==> config.mk <==
export PLATFORM = sky130hd
export DESIGN_NAME = pulse_accum
export DESIGN_NICKNAME = d
export VERILOG_FILES = /design/src/rtl/pa_pkg.sv /design/src/rtl/pa_pin_sync.sv /design/src/rtl/pa_prescale.sv /design/src/rtl/pa_count.sv /design/src/rtl/pulse_accum.sv
export SDC_FILE = /design/constraint.sdc
export NUM_CORES = 1
export LEC_CHECK = 0
export BUFFER_PORTS_ARGS = -buffer_cell sky130_fd_sc_hd__buf_2
export CAP_MARGIN = 10
export CORE_ASPECT_RATIO = 1.4
export CORE_UTILIZATION = 42
export DETAILED_ROUTE_END_ITERATION = 16
export GPL_TIMING_DRIVEN = 1
export PLACE_DENSITY = 0.58
export SYNTH_ARGS = -nofsm -noshare
export SYNTH_HDL_FRONTEND = slang
export SYNTH_SLANG_ARGS = --single-unit
==> constraint.sdc <==
create_clock -name clk -period 5.4 [get_ports clk]
set_clock_uncertainty 0.15 [all_clocks]
set_input_delay 0.27 -clock clk [delete_from_list [all_inputs] [get_ports clk]]
set_output_delay 0.27 -clock clk [all_outputs]
set_load 0.05 [all_outputs]
==> src/rtl/pa_pkg.sv <==
// Shared definitions for the pulse accumulator: register addresses and
// the control register layout. Assumes a 2-bit register address space.
package pa_pkg;

    localparam logic [1:0] ADDR_CTRL = 2'd0;
    localparam logic [1:0] ADDR_FLAG = 2'd1;
    localparam logic [1:0] ADDR_CNTH = 2'd2;
    localparam logic [1:0] ADDR_CNTL = 2'd3;

    localparam int FLAG_EDGE_BIT = 0;
    localparam int FLAG_OVF_BIT  = 1;

    // Control register, bit0 is the least significant member (gated).
    typedef struct packed {
        logic ovf_ien;
        logic edge_ien;
        logic pol_sel;
        logic gated;
    } pa_ctrl_t;

    localparam int CTRL_W = $bits(pa_ctrl_t);

endpackage

==> src/rtl/pa_pin_sync.sv <==
// Brings the asynchronous accumulator input into the clock domain through
// a chain of STAGES flops, then compares the synchronised sample with the
// one from the previous cycle to produce single-cycle edge strobes.
// Assumes STAGES >= 2 and input levels held for more than STAGES clocks.
module pa_pin_sync #(
    parameter int STAGES = 2
) (
    input  logic clk,
    input  logic rst_n,
    input  logic pin_async,
    output logic level,
    output logic rise,
    output logic fall
);

    logic [STAGES-1:0] chain_q;
    logic              prev_q;

    // Shift the raw input through the synchroniser chain.
    always_ff @(posedge clk) begin
        if (!rst_n) chain_q <= '0;
        else        chain_q <= {chain_q[STAGES-2:0], pin_async};
    end

    // Remember the last synchronised level for edge comparison.
    always_ff @(posedge clk) begin
        if (!rst_n) prev_q <= 1'b0;
        else        prev_q <= chain_q[STAGES-1];
    end

    // Decode level and edges from the current and previous sample.
    always_comb begin
        level = chain_q[STAGES-1];
        rise  = level & ~prev_q;
        fall  = ~level & prev_q;
    end

endmodule

==> src/rtl/pa_prescale.sv <==
// Divide-by-DIV time base for gated accumulation. The divider is held at
// zero while disabled, so the first tick comes DIV clocks after enable.
// Assumes DIV >= 2.
module pa_prescale #(
    parameter int DIV = 64
) (
    input  logic clk,
    input  logic rst_n,
    input  logic enable,
    output logic tick
);

    localparam int DW = $clog2(DIV);
    localparam logic [DW-1:0] LAST = DW'(DIV - 1);

    logic [DW-1:0] div_q;

    // Flag the last state of the divide cycle while running.
    always_comb tick = enable && (div_q == LAST);

    // Advance the divider while enabled; hold it cleared otherwise.
    always_ff @(posedge clk) begin
        if (!rst_n || !enable) div_q <= '0;
        else if (tick)         div_q <= '0;
        else                   div_q <= div_q + 1'b1;
    end

endmodule

==> src/rtl/pa_count.sv <==
// Accumulator counter with byte-wide load ports. A load of either half has
// priority over an increment in the same cycle. wrap pulses when an
// increment takes the counter from all-ones to zero. Assumes W is even.
module pa_count #(
    parameter int W = 16
) (
    input  logic           clk,
    input  logic           rst_n,
    input  logic           load_hi,
    input  logic           load_lo,
    input  logic [W/2-1:0] load_data,
    input  logic           inc,
    output logic [W-1:0]   count,
    output logic           wrap
);

    localparam int HW = W / 2;

    logic [W-1:0] cnt_q;
    logic         any_load;

    // Detect a load and a rollover caused by an unopposed increment.
    always_comb begin
        any_load = load_hi | load_lo;
        wrap     = inc && !any_load && (cnt_q == {W{1'b1}});
        count    = cnt_q;
    end

    // Update the counter: loads first, increment otherwise.
    always_ff @(posedge clk) begin
        if (!rst_n) begin
            cnt_q <= '0;
        end else if (any_load) begin
            if (load_hi) cnt_q[W-1:HW] <= load_data;
            if (load_lo) cnt_q[HW-1:0] <= load_data;
        end else if (inc) begin
            cnt_q <= cnt_q + 1'b1;
        end
    end

endmodule

==> src/rtl/pulse_accum.sv <==
// Pulse accumulator top. Holds the control register and the two sticky
// flags, selects between edge counting and gated time counting, and
// decodes the register port. Assumes CNT_W is even and its half is at
// least CTRL_W bits wide, since the register port is half the counter.
module pulse_accum
    import pa_pkg::*;
#(
    parameter int CNT_W       = 16,
    parameter int PRE_DIV     = 64,
    parameter int SYNC_STAGES = 2
) (
    input  logic               clk,
    input  logic               rst_n,
    input  logic               reg_wr,
    input  logic [1:0]         reg_addr,
    input  logic [CNT_W/2-1:0] reg_wdata,
    output logic [CNT_W/2-1:0] reg_rdata,
    input  logic               pin_in,
    input  logic               timer_en,
    output logic               irq_edge,
    output logic               irq_ovf
);

    localparam int DW = CNT_W / 2;

    pa_ctrl_t         ctrl_q;
    logic             flag_edge_q;
    logic             flag_ovf_q;
    logic [CNT_W-1:0] count;
    logic             wrap;
    logic             pin_lvl;
    logic             pin_rise;
    logic             pin_fall;
    logic             tick;

    logic             wr_ctrl;
    logic             wr_flag;
    logic             wr_hi;
    logic             wr_lo;
    logic             act_edge;
    logic             gate_open;
    logic             gate_close;
    logic             cnt_inc;
    logic             edge_set;

    // Register write decode.
    always_comb begin
        wr_ctrl = reg_wr && (reg_addr == ADDR_CTRL);
        wr_flag = reg_wr && (reg_addr == ADDR_FLAG);
        wr_hi   = reg_wr && (reg_addr == ADDR_CNTH);
        wr_lo   = reg_wr && (reg_addr == ADDR_CNTL);
    end

    pa_pin_sync #(
        .STAGES (SYNC_STAGES)
    ) u_sync (
        .clk       (clk),
        .rst_n     (rst_n),
        .pin_async (pin_in),
        .level     (pin_lvl),
        .rise      (pin_rise),
        .fall      (pin_fall)
    );

    pa_prescale #(
        .DIV (PRE_DIV)
    ) u_pre (
        .clk    (clk),
        .rst_n  (rst_n),
        .enable (timer_en),
        .tick   (tick)
    );

    // Pick the counted edge, gate level and gate-ending edge by polarity.
    always_comb begin
        act_edge   = ctrl_q.pol_sel ? pin_fall : pin_rise;
        gate_open  = ctrl_q.pol_sel ? ~pin_lvl : pin_lvl;
        gate_close = ctrl_q.pol_sel ? pin_rise : pin_fall;
        cnt_inc    = ctrl_q.gated ? (tick & gate_open) : act_edge;
        edge_set   = ctrl_q.gated ? gate_close : act_edge;
    end

    pa_count #(
        .W (CNT_W)
    ) u_cnt (
        .clk       (clk),
        .rst_n     (rst_n),
        .load_hi   (wr_hi),
        .load_lo   (wr_lo),
        .load_data (reg_wdata),
        .inc       (cnt_inc),
        .count     (count),
        .wrap      (wrap)
    );

    // Control register, loaded from the low bits of a write.
    always_ff @(posedge clk) begin
        if (!rst_n)       ctrl_q <= '0;
        else if (wr_ctrl) ctrl_q <= pa_ctrl_t'(reg_wdata[CTRL_W-1:0]);
    end

    // Sticky flags: a set condition wins over a write-one clear.
    always_ff @(posedge clk) begin
        if (!rst_n) begin
            flag_edge_q <= 1'b0;
            flag_ovf_q  <= 1'b0;
        end else begin
            flag_edge_q <= edge_set |
                           (flag_edge_q & ~(wr_flag & reg_wdata[FLAG_EDGE_BIT]));
            flag_ovf_q  <= wrap |
                           (flag_ovf_q & ~(wr_flag & reg_wdata[FLAG_OVF_BIT]));
        end
    end

    // Interrupt requests gated by their enables.
    always_comb begin
        irq_edge = flag_edge_q & ctrl_q.edge_ien;
        irq_ovf  = flag_ovf_q & ctrl_q.ovf_ien;
    end

    // Read multiplexer.
    always_comb begin
        unique case (reg_addr)
            ADDR_CTRL: reg_rdata = {{(DW-CTRL_W){1'b0}}, ctrl_q};
            ADDR_FLAG: reg_rdata = {{(DW-2){1'b0}}, flag_ovf_q, flag_edge_q};
            ADDR_CNTH: reg_rdata = count[CNT_W-1:DW];
            default:   reg_rdata = count[DW-1:0];
        endcase
    end

endmodule

# Yosys cells after proc, flatten, opt, wreduce, memory -nomap -nowiden
# Index checks and enable logic that the tools add are counted.
[totals]
inputBits = 15
latch_bits = 0
out_inout_bits = 10
mem_count = 0
ff_bits = 31
mem_bits_ro = 0
mem_bits_rw = 0
word_cells = 62
[classes]
add_sub_neg = 2
order_cmp = 0
mul = 0
n_bitwise = 16
n_div = 0
n_reduce_logical = 16
n_shift = 0
muxes = 10
n_eq_ne = 7
[op_table]
columns = ["op", "count"]
rows = [
  ["$mux W16", 2],
  ["$pmux W8 S3", 1],
  ["$add A16 B1 Y16 const B", 1],
  ["$eq A16 B16 Y1 const B", 1],
  ["$mux W8", 2],
  ["$and A1 B1 Y1", 9],
  ["$logic_and A1 B1 Y1", 7],
  ["$add A6 B1 Y6 const B", 1],
  ["$eq A6 B6 Y1 const B", 1],
  ["$mux W1", 5],
  ["$eq A2 B2 Y1 const B", 2],
  ["$ne A2 B1 Y1 const B", 2],
  ["$not A1 Y1", 4],
  ["$reduce_and A2 Y1", 2],
  ["$logic_not A1 Y1", 3],
  ["$or A1 B1 Y1", 3],
  ["$eq A2 B1 Y1 const B", 1],
  ["$logic_not A2 Y1", 1],
  ["$reduce_bool A2 Y1", 1],
  ["$reduce_or A2 Y1", 1],
  ["$logic_or A1 B1 Y1", 1],
]

# Longest topological paths before layout
# Gate-level depths: netlist (run 1).
[depth]
word_depth = 7
ltp_mapped = 7

# Modules after synthesis
# Synthesis (run 1) repeated with hierarchy kept, for this count alone.
[hier_totals]
hier_cells = 204
area_unflattened_um2 = 1766.7
[modules_own_cells]
columns = ["module", "area_each_um2", "cells_per_inst", "n_inst", "seq_area_each_um2"]
rows = [
  ["pa_count", 933.4, 115, 1, 320.3],
  ["pulse_accum", 496.7, 53, 1, 120.1],
  ["pa_prescale", 245.2, 28, 1, 120.1],
  ["pa_pin_sync", 91.3, 8, 1, 60.1],
]

# Worst setup path after synthesis (run 1)
# Ideal clock, no wire load.
[synth_timing]
kind = "register -> register"
from = "register u_pre.div_q[0]"
to = "register flag_ovf_q"
arrival_time_ns = 1.754
path_slack_ns = 3.424
t_required_ns = 5.178
setup_ns = 0.072
n_path_buf = 0
stages_incl_launch_ff = 7
cell_sequence = "dfxtp_1 -> ha_1 -> nand3_1 -> nor4b_4 -> o21ai_2 -> or4_1 -> a21oi_1"
[synth_between]
elab_chain_cells = 7
[synth_rtl]
columns = ["element", "line_no", "rtl"]
rows = [
  ["start, declared", "pa_prescale.sv:16", "logic [DW-1:0] div_q;"],
  ["start signal, assigned", "pa_prescale.sv:25", "else div_q <= div_q + 1'b1;"],
  ["$eq A6 B6 Y1", "pa_prescale.sv:19", "always_comb tick = enable && (div_q == LAST);"],
  ["$logic_and A1 B1 Y1", "pa_prescale.sv:19", ""],
  ["$and A1 B1 Y1", "pulse_accum.sv:79", "cnt_inc = ctrl_q.gated ? (tick & gate_open) : act_edge;"],
  ["$mux W1", "pulse_accum.sv:79", ""],
  ["$logic_and A1 B1 Y1 (2 in a row)", "pa_count.sv:25", "wrap = inc && !any_load && (cnt_q == {W{1'b1}});"],
  ["$or A1 B1 Y1", "pulse_accum.sv:110", "flag_ovf_q <= wrap |"],
  ["end signal, assigned", "pulse_accum.sv:110", ""],
  ["end, declared", "pulse_accum.sv:28", "logic flag_ovf_q;"],
]
# No other way between the ends.
# A chain may end at the register's enable or synchronous reset.

# Worst setup path in the final report (run 1)
# Same ends and word-level chain as after synthesis.

==> results.json, run 1 <==
{
  "status": "finished with violations",
  "failed_checks": "DRC",
  "grt_max_degree": 26,
  "antenna_found_initial": 0,
  "path_max_fanout": 6,
  "sw_frac_of_total_pct": 28.5,
  "dr_total_vias": 1782,
  "maxSlewHeadroom_pct": 43.4,
  "critPathLaunchType": "flop",
  "dp_hpwl_um": 3650,
  "drive_above_1_share_pct": 15.8,
  "die_w_um": 57.5,
  "fin_nets": 257,
  "core_area_mm2": 0.00402,
  "cts_hold_buf": 0,
  "die_h_um": 79.8,
  "pwr-share-seq_pct": 50.3,
  "gr-total-overflow": 0,
  "ys_ff_latch": 31,
  "critPathKind": "reg2reg",
  "internal_power_mw": 0.349,
  "reg2reg_from": "u_pre.div_q[0]",
  "clkLatencyLatePin_ns": 0.29,
  "clkPwrFrac_pct": 37.0,
  "wl_per_cell_um": 17.3,
  "die_area_mm2": 0.00459,
  "fin_crit_sh_pct": 41.8,
  "ant_nets": 0,
  "synthFlopType": "dfxtp_1",
  "rsz0062_at_grt": "no",
  "switching_power_mw": 0.139,
  "reg2reg_depth": 6,
  "p_per_area_mw_per_mm2": 240,
  "cts_root_buf": "clkbuf_8",
  "timing.setup.tns_ns": 0,
  "postCtsSetupBuffers": 0,
  "cp-end-kind": "flop",
  "grt_pass1_vias": 1724,
  "min_period_ns": 2.26,
  "cts_inserted_buffers": 5,
  "cts-resized-gates": 0,
  "row_count": 27,
  "hold_viol": 0,
  "fmax_mhz": 443,
  "synth_area_per_cell_um2": 8.28,
  "cp.required_ns": 5.46,
  "crit_chain": "ha_1 > nand3_1 > nor4b_4 > o21ai_2 > or4_1 > a21oi_1",
  "yosysWarnings": 0,
  "yosysSeqAreaShare_pct": 34.2,
  "io_buffers": 24,
  "tightest_slew_ns": 0.849,
  "r2r_end": "flag_ovf_q",
  "diodes": 0,
  "drtIter0Drc": 73,
  "syn_to_final_growth_pct": 11.9,
  "h-tree-depth": 2,
  "clock_sinks": 31,
  "r2r_slack_ns": 3.14,
  "ys_types": 50,
  "gp_congestion": 0.896,
  "hp-class": "in2reg",
  "io_pins": 25,
  "synth_edf_count": 0,
  "leakage_nw": 0.723,
  "start_util_pct": 45.1,
  "cap_violations": 0,
  "crit_family": "simple AND/OR/NAND/NOR gates",
  "syn-num-nets": 236,
  "clk_pin_slew_ns": 0.07,
  "arrival_ns": 2.31,
  "vdd_drop_max_v": 0.000180,
  "critical_path_depth": 6,
  "synthesis.area_mm2": 0.00181,
  "cts_tree": "done",
  "cp_num_buf_inv": 0,
  "first_pass_iters": 12,
  "drcViolationCount": 1,
  "postSynth.asyncResetShare_pct": 0,
  "syn_inst": 219,
  "critPathLaunch": "u_pre.div_q[0]",
  "crit_end": "flag_ovf_q",
  "crit_slowest_cell": "or4_1",
  "final_util_pct": 50.5,
  "clockBufferDepth": 2,
  "max_stage_delay_ns": 0.55,
  "grt_pass1_wl_um": 8160,
  "grt_usage_pct": 23.5,
  "comb_power_share_pct": 12.7,
  "maxSlewViolCount": 0,
  "via_per_inst": 6.27,
  "setup_violations": 0,
  "routed_wl_um": 4900
}
==> sequential cells by signal, summed over array words and instances, names as in the netlist <==
signal / count
u_cnt.count: 16
u_pre.div_q: 6
ctrl_q: 4
u_sync.chain_q: 2
flag_edge_q: 1
flag_ovf_q: 1
u_sync.prev_q: 1
==> cells in the mapped netlist, types with 3 or more instances <==
cell type | instances | area [µm²]
a21oi_1 | 17 | 85.1
and2_1 | 8 | 50.1
and3_1 | 3 | 18.8
clkbuf_1 | 9 | 33.8
dfxtp_1 | 31 | 621
mux2i_1 | 8 | 80.1
nand2_1 | 23 | 86.3
nand3_1 | 8 | 40.0
nand4_1 | 6 | 37.5
nor2_1 | 22 | 82.6
nor2b_1 | 5 | 31.3
o2111ai_1 | 4 | 35.0
o211ai_1 | 3 | 22.5
o21ai_0 | 4 | 20.0
o21ai_1 | 9 | 45.0
o31a_1 | 4 | 35.0
o31ai_1 | 4 | 30.0
xnor2_1 | 3 | 26.3
==> cell usage in the layout, fill, tap and decap left out, types with 4 or more instances in the layout <==
| master | synthesis | routed |
|---|---|---|
| o2111ai_1 | 4 | 4 |
| nand3_1 | 8 | 8 |
| o21ai_1 | 9 | 9 |
| and2_1 | 8 | 8 |
| buf_2 | 1 | 24 |
| nor2_1 | 22 | 22 |
| a21oi_1 | 17 | 17 |
| o31ai_1 | 4 | 4 |
| clkbuf_8 | 0 | 5 |
| nor2b_1 | 5 | 5 |
| o31a_1 | 4 | 4 |
| dfxtp_1 | 31 | 31 |
| o21ai_0 | 4 | 4 |
| mux2i_1 | 8 | 8 |
| nand4_1 | 6 | 6 |
| nand2_1 | 23 | 23 |
==> cell type report <==
type                            count  area (µm²)
Fill cell                         401        1990
Multi-Input combinational cell    175        1140
Inverter                            3        11.3
Sequential cell                    31         621
Clock buffer                        7        76.3
Tap cell                           43        53.8
Clock inverter                      1        5.00
Timing Repair Buffer               24         120
==> worst min-delay path by stage <==
stage / startpoint / endpoint / slack [ns] / depth (start not counted)
after floorplan: pin_in / u_sync.chain_q[0] / 0.25 / 1
after detailed placement: u_sync.chain_q[0] / u_sync.chain_q[1] / 0.28 / 1
after global routing: pin_in / u_sync.chain_q[0] / 0.03 / 2
after CTS: pin_in / u_sync.chain_q[0] / 0.03 / 2
after global placement: u_sync.chain_q[0] / u_sync.chain_q[1] / 0.28 / 1
final: pin_in / u_sync.chain_q[0] / 0.03 / 2
==> kinds of logic (layout without fill, tap and decap cells) <==
family                     Yosys count  count (layout)  synth area share, %
buffers and inverters               13              35                 2.76
AOI/OAI and AO/OA                   61              61                 22.3
xor gates and xnor gates             5               5                 2.41
and+or+nand+nor                     95              95                 28.6
DFF                                 31              31                 34.2
muxes                               12              12                 8.35
adders and majority gates            2               2                 1.38
==> routing by layer <==
metal | vias to the layer above | track usage, % | wire [µm]
li1 | 865 | - | -
met5 | - | 0 | 0
met4 | 0 | 11.0 | 90
met1 | 854 | 27.5 | 1990
met2 | 54 | 40.7 | 2570
met3 | 9 | 4.38 | 253
==> power groups by stage <==
stage	Combinational, mW	Sequential (mW)	Clock, mW
4_1_cts	0.0621	0.245	0.183
6_report	0.0621	0.245	0.180
5_1_grt	0.0683	0.247	0.192
3_5_place_dp	0.0620	0.250	0
3_3_place_gp	0.0610	0.250	0
2_1_floorplan	0.0451	0.247	0
==> through the flow <==
| stage | hold WS [ns] | total power, mW | worst slack (ns) | instances | area [µm²] |
|---|---|---|---|---|---|
| 2_1_floorplan | 0.247 | 0.292 | 3.42 | 219 | 1810 |
| 3_3_place_gp | 0.277 | 0.311 | 2.97 | 276 | 1950 |
| 3_5_place_dp | 0.276 | 0.312 | 2.92 | 276 | 1950 |
| 4_1_cts | 0.0322 | 0.490 | 3.13 | 284 | 2030 |
| 5_1_grt | 0.0287 | 0.507 | 3.03 | 284 | 2030 |
| 6_report | 0.0312 | 0.488 | 3.14 | 284 | 2030 |
Note: power is estimated with default switching activity, not from simulation.
==> run 2: changes to the inputs <==
--- a/config.mk
+++ b/config.mk
@@ -5,13 +5,14 @@
 export SDC_FILE = /design/constraint.sdc
 export NUM_CORES = 1
 export LEC_CHECK = 0
+export ABC_AREA = 1
 export BUFFER_PORTS_ARGS = -buffer_cell sky130_fd_sc_hd__buf_2
 export CAP_MARGIN = 10
 export CORE_ASPECT_RATIO = 1.4
 export CORE_UTILIZATION = 42
 export DETAILED_ROUTE_END_ITERATION = 16
 export GPL_TIMING_DRIVEN = 1
-export PLACE_DENSITY = 0.58
+export PLACE_DENSITY = 0.6
 export SYNTH_ARGS = -nofsm -noshare
 export SYNTH_HDL_FRONTEND = slang
 export SYNTH_SLANG_ARGS = --single-unit
==> constraint.sdc (replaced) <==
create_clock -name clk -period 1.89 [get_ports clk]
set_clock_uncertainty 0.15 [all_clocks]
set_input_delay 0.0945 -clock clk [delete_from_list [all_inputs] [get_ports clk]]
set_output_delay 0.0945 -clock clk [all_outputs]
set_load 0.05 [all_outputs]
==> run 2 against run 1 <==
The flow finishes with violations (hold timing). Setup slack worse by 2.9 ns. Global-route usage up 2.0 points. Largest cell class unchanged. Core utilization up 2.9 points. Flip-flop and latch count unchanged. Synthesized area up 7.0%. Non-clock buffer count up 16. Maximum frequency up 34%. Cell count up 48%.
==> results.json, run 2 <==
{
  "clock_sinks": 31,
  "postCtsSetupBuffers": 0,
  "fillers": 488,
  "synthTopCellsByCount": "nand2_1 (95), nor2_1 (46), nand3_1 (43)",
  "ant_nets": 0,
  "clockBufferDepth": 2,
  "grt_pass1_wl_um": 9160,
  "routed_wl_um": 5360,
  "synth_top_area_share_pct": 32.0,
  "drcViolationCount": 0,
  "clk_pin_slew_ns": 0.07,
  "h-tree-depth": 2,
  "yosysMostFrequentCell": "nand2_1",
  "fmax_mhz": 593,
  "hold_slack_ns": -0.00167,
  "cp.required_ns": 1.93,
  "core_area_mm2": 0.00434,
  "drtIter0Drc": 121,
  "cts_tree": "done",
  "synth_area_per_cell_um2": 6.08,
  "max_stage_delay_ns": 0.35,
  "cts_root_buf": "clkbuf_8",
  "dp_hpwl_um": 4180,
  "synthFlopType": "dfxtp_1",
  "wl_per_cell_um": 12.7,
  "drive_above_1_share_pct": 15.2,
  "crit_chain": "ha_1 > nand3_1 > nor2_1 > nand2_1 > nand2_2 > nand2_8 > nand2_2 > nand2_1 > nor2_1 > nor2_1",
  "path_max_fanout": 11,
  "critPathLaunchType": "flop",
  "io_buffers": 24,
  "cap_violations": 0,
  "failed_checks": "hold timing",
  "maxSlewHeadroom_pct": 75.7,
  "fin_nets": 377,
  "ys_ff_latch": 31,
  "hold_viol": 1,
  "largest_register_ffs": 16,
  "row_count": 28,
  "maxSlewViolCount": 0,
  "layout_commonest_cell": "nand2_1",
  "gp_congestion": 0.860,
  "die_area_mm2": 0.00490,
  "final_cell_mix": "nand2_1 (93), nor2_1 (46), nand3_1 (43)",
  "synthesis.area_mm2": 0.00194,
  "grt_usage_pct": 25.5,
  "die_h_um": 82.4,
  "grt_pass1_vias": 2000,
  "min_period_ns": 1.69,
  "setup_violations": 0,
  "placed_area_mm2": 0.00217,
  "postSynth.asyncResetShare_pct": 0,
  "die_w_um": 59.5,
  "tightest_slew_ns": 0.363,
  "first_pass_iters": 4,
  "cp-end-kind": "flop",
  "yosysSeqAreaShare_pct": 32.0,
  "start_util_pct": 44.7,
  "grt_max_degree": 17,
  "antenna_found_initial": 0,
  "rsz0062_at_grt": "no",
  "leakage_nw": 1.09,
  "via_per_inst": 4.92,
  "syn_inst": 319,
  "vdd_drop_max_v": 0.000343,
  "clkLatencyLatePin_ns": 0.29,
  "hp-class": "in2reg",
  "ys_types": 32,
  "crit_family": "simple AND/OR/NAND/NOR gates",
  "crit_slowest_cell": "dfxtp_1",
  "dr_total_vias": 2070,
  "synth_area_leader_cell": "dfxtp_1",
  "syn-num-nets": 336,
  "io_pins": 25,
  "diodes": 0,
  "final_area_mm2": 0.00232,
  "p_per_area_mw_per_mm2": 666,
  "cts_inserted_buffers": 5,
  "synth_edf_count": 0,
  "gr-total-overflow": 0,
  "syn_to_final_growth_pct": 19.6,
  "synthTopCellsByArea": "dfxtp_1 (32%), nand2_1 (18%), nand3_1 (11%), nor2_1 (8.9%), inv_1 (7.0%)",
  "timing.setup.tns_ns": 0,
  "arrival_ns": 1.72,
  "cp_num_buf_inv": 0,
  "critPathKind": "reg2reg",
  "crit_top_cell": "nor2_1",
  "yosysWarnings": 0,
  "status": "finished with violations",
  "fin_crit_sh_pct": 89.2
}
[run 2: layout make-up]
type | count | area (µm²) | area share, %
tap | 60 | 75.1 | 3.23
clock buffer | 5 | 68.8 | 2.96
inverter | 40 | 153 | 6.58
sequential | 31 | 621 | 26.7
timing repair buffer | 40 | 255 | 11.0
multi-input combinational | 242 | 1130 | 48.8
clock inverter | 3 | 15.0 | 0.647
[run 2: logic make-up (layout without fill, tap and decap cells)]
logic type	Yosys count	in the layout	share of synthesized area (%)
fa+ha+maj	2	2	1.29
buf+inv	46	88	9.86
simple gates	200	200	44.9
compound gates	37	37	10.6
xor+xnor	3	3	1.35
flops	31	31	32.0
[run 2: where the power goes]
| part | internal, mW | total (mW) | switching [mW] |
|---|---|---|---|
| clock network | 0.251 | 0.504 | 0.253 |
| logic | 0.110 | 0.318 | 0.208 |
| registers | 0.689 | 0.723 | 0.0344 |
[run 2: repair_timing]
item	in CTS	in global routing
setup endpoints to repair	0	10
hold buffers	6	0
resized for setup	0	2
endpoints found under the hold margin	6	0
[run 2: path summary, 6_finish.rpt]
check             slack, ns              start           endpoint  cells after the start
hold reg to reg        0.28  u_sync.chain_q[0]  u_sync.chain_q[1]                      2
setup reg to reg       0.20     u_pre.div_q[0]    u_cnt.count[15]                     10
hold / removal       -0.002       reg_wdata[4]    u_cnt.count[12]                      5
setup / recovery       0.20     u_pre.div_q[0]    u_cnt.count[15]                     10
[run 2: per-stage QoR]
step,power (mW),util [%],worst slack [ns],hold slack [ns],instances
after global routing,1.63,53.4,0.0378,0.0420,421
after floorplan,0.952,-,0.303,0.0421,319
final,1.55,53.4,0.205,-0.00167,421
after global placement,1.04,50.0,0.138,0.140,407
after CTS,1.56,53.3,0.0772,0.0140,421
after detailed placement,1.04,50.0,0.102,0.143,407
[run 2: tightest hold or removal path, stage by stage]
cell and delay (ns):
buf_2 0.08, nand2_1 0.07, nand2_1 0.07, nor2_1 0.03, nor2_1 0.06
[run 2: metal layers]
layer	up-vias	global-route usage (%)	share of wire, %
li1	1104	-	-
met1	902	29.7	44
met2	55	46.7	50
met3	9	3.43	4.3
met4	0	8.57	1.7
met5	-	0	0
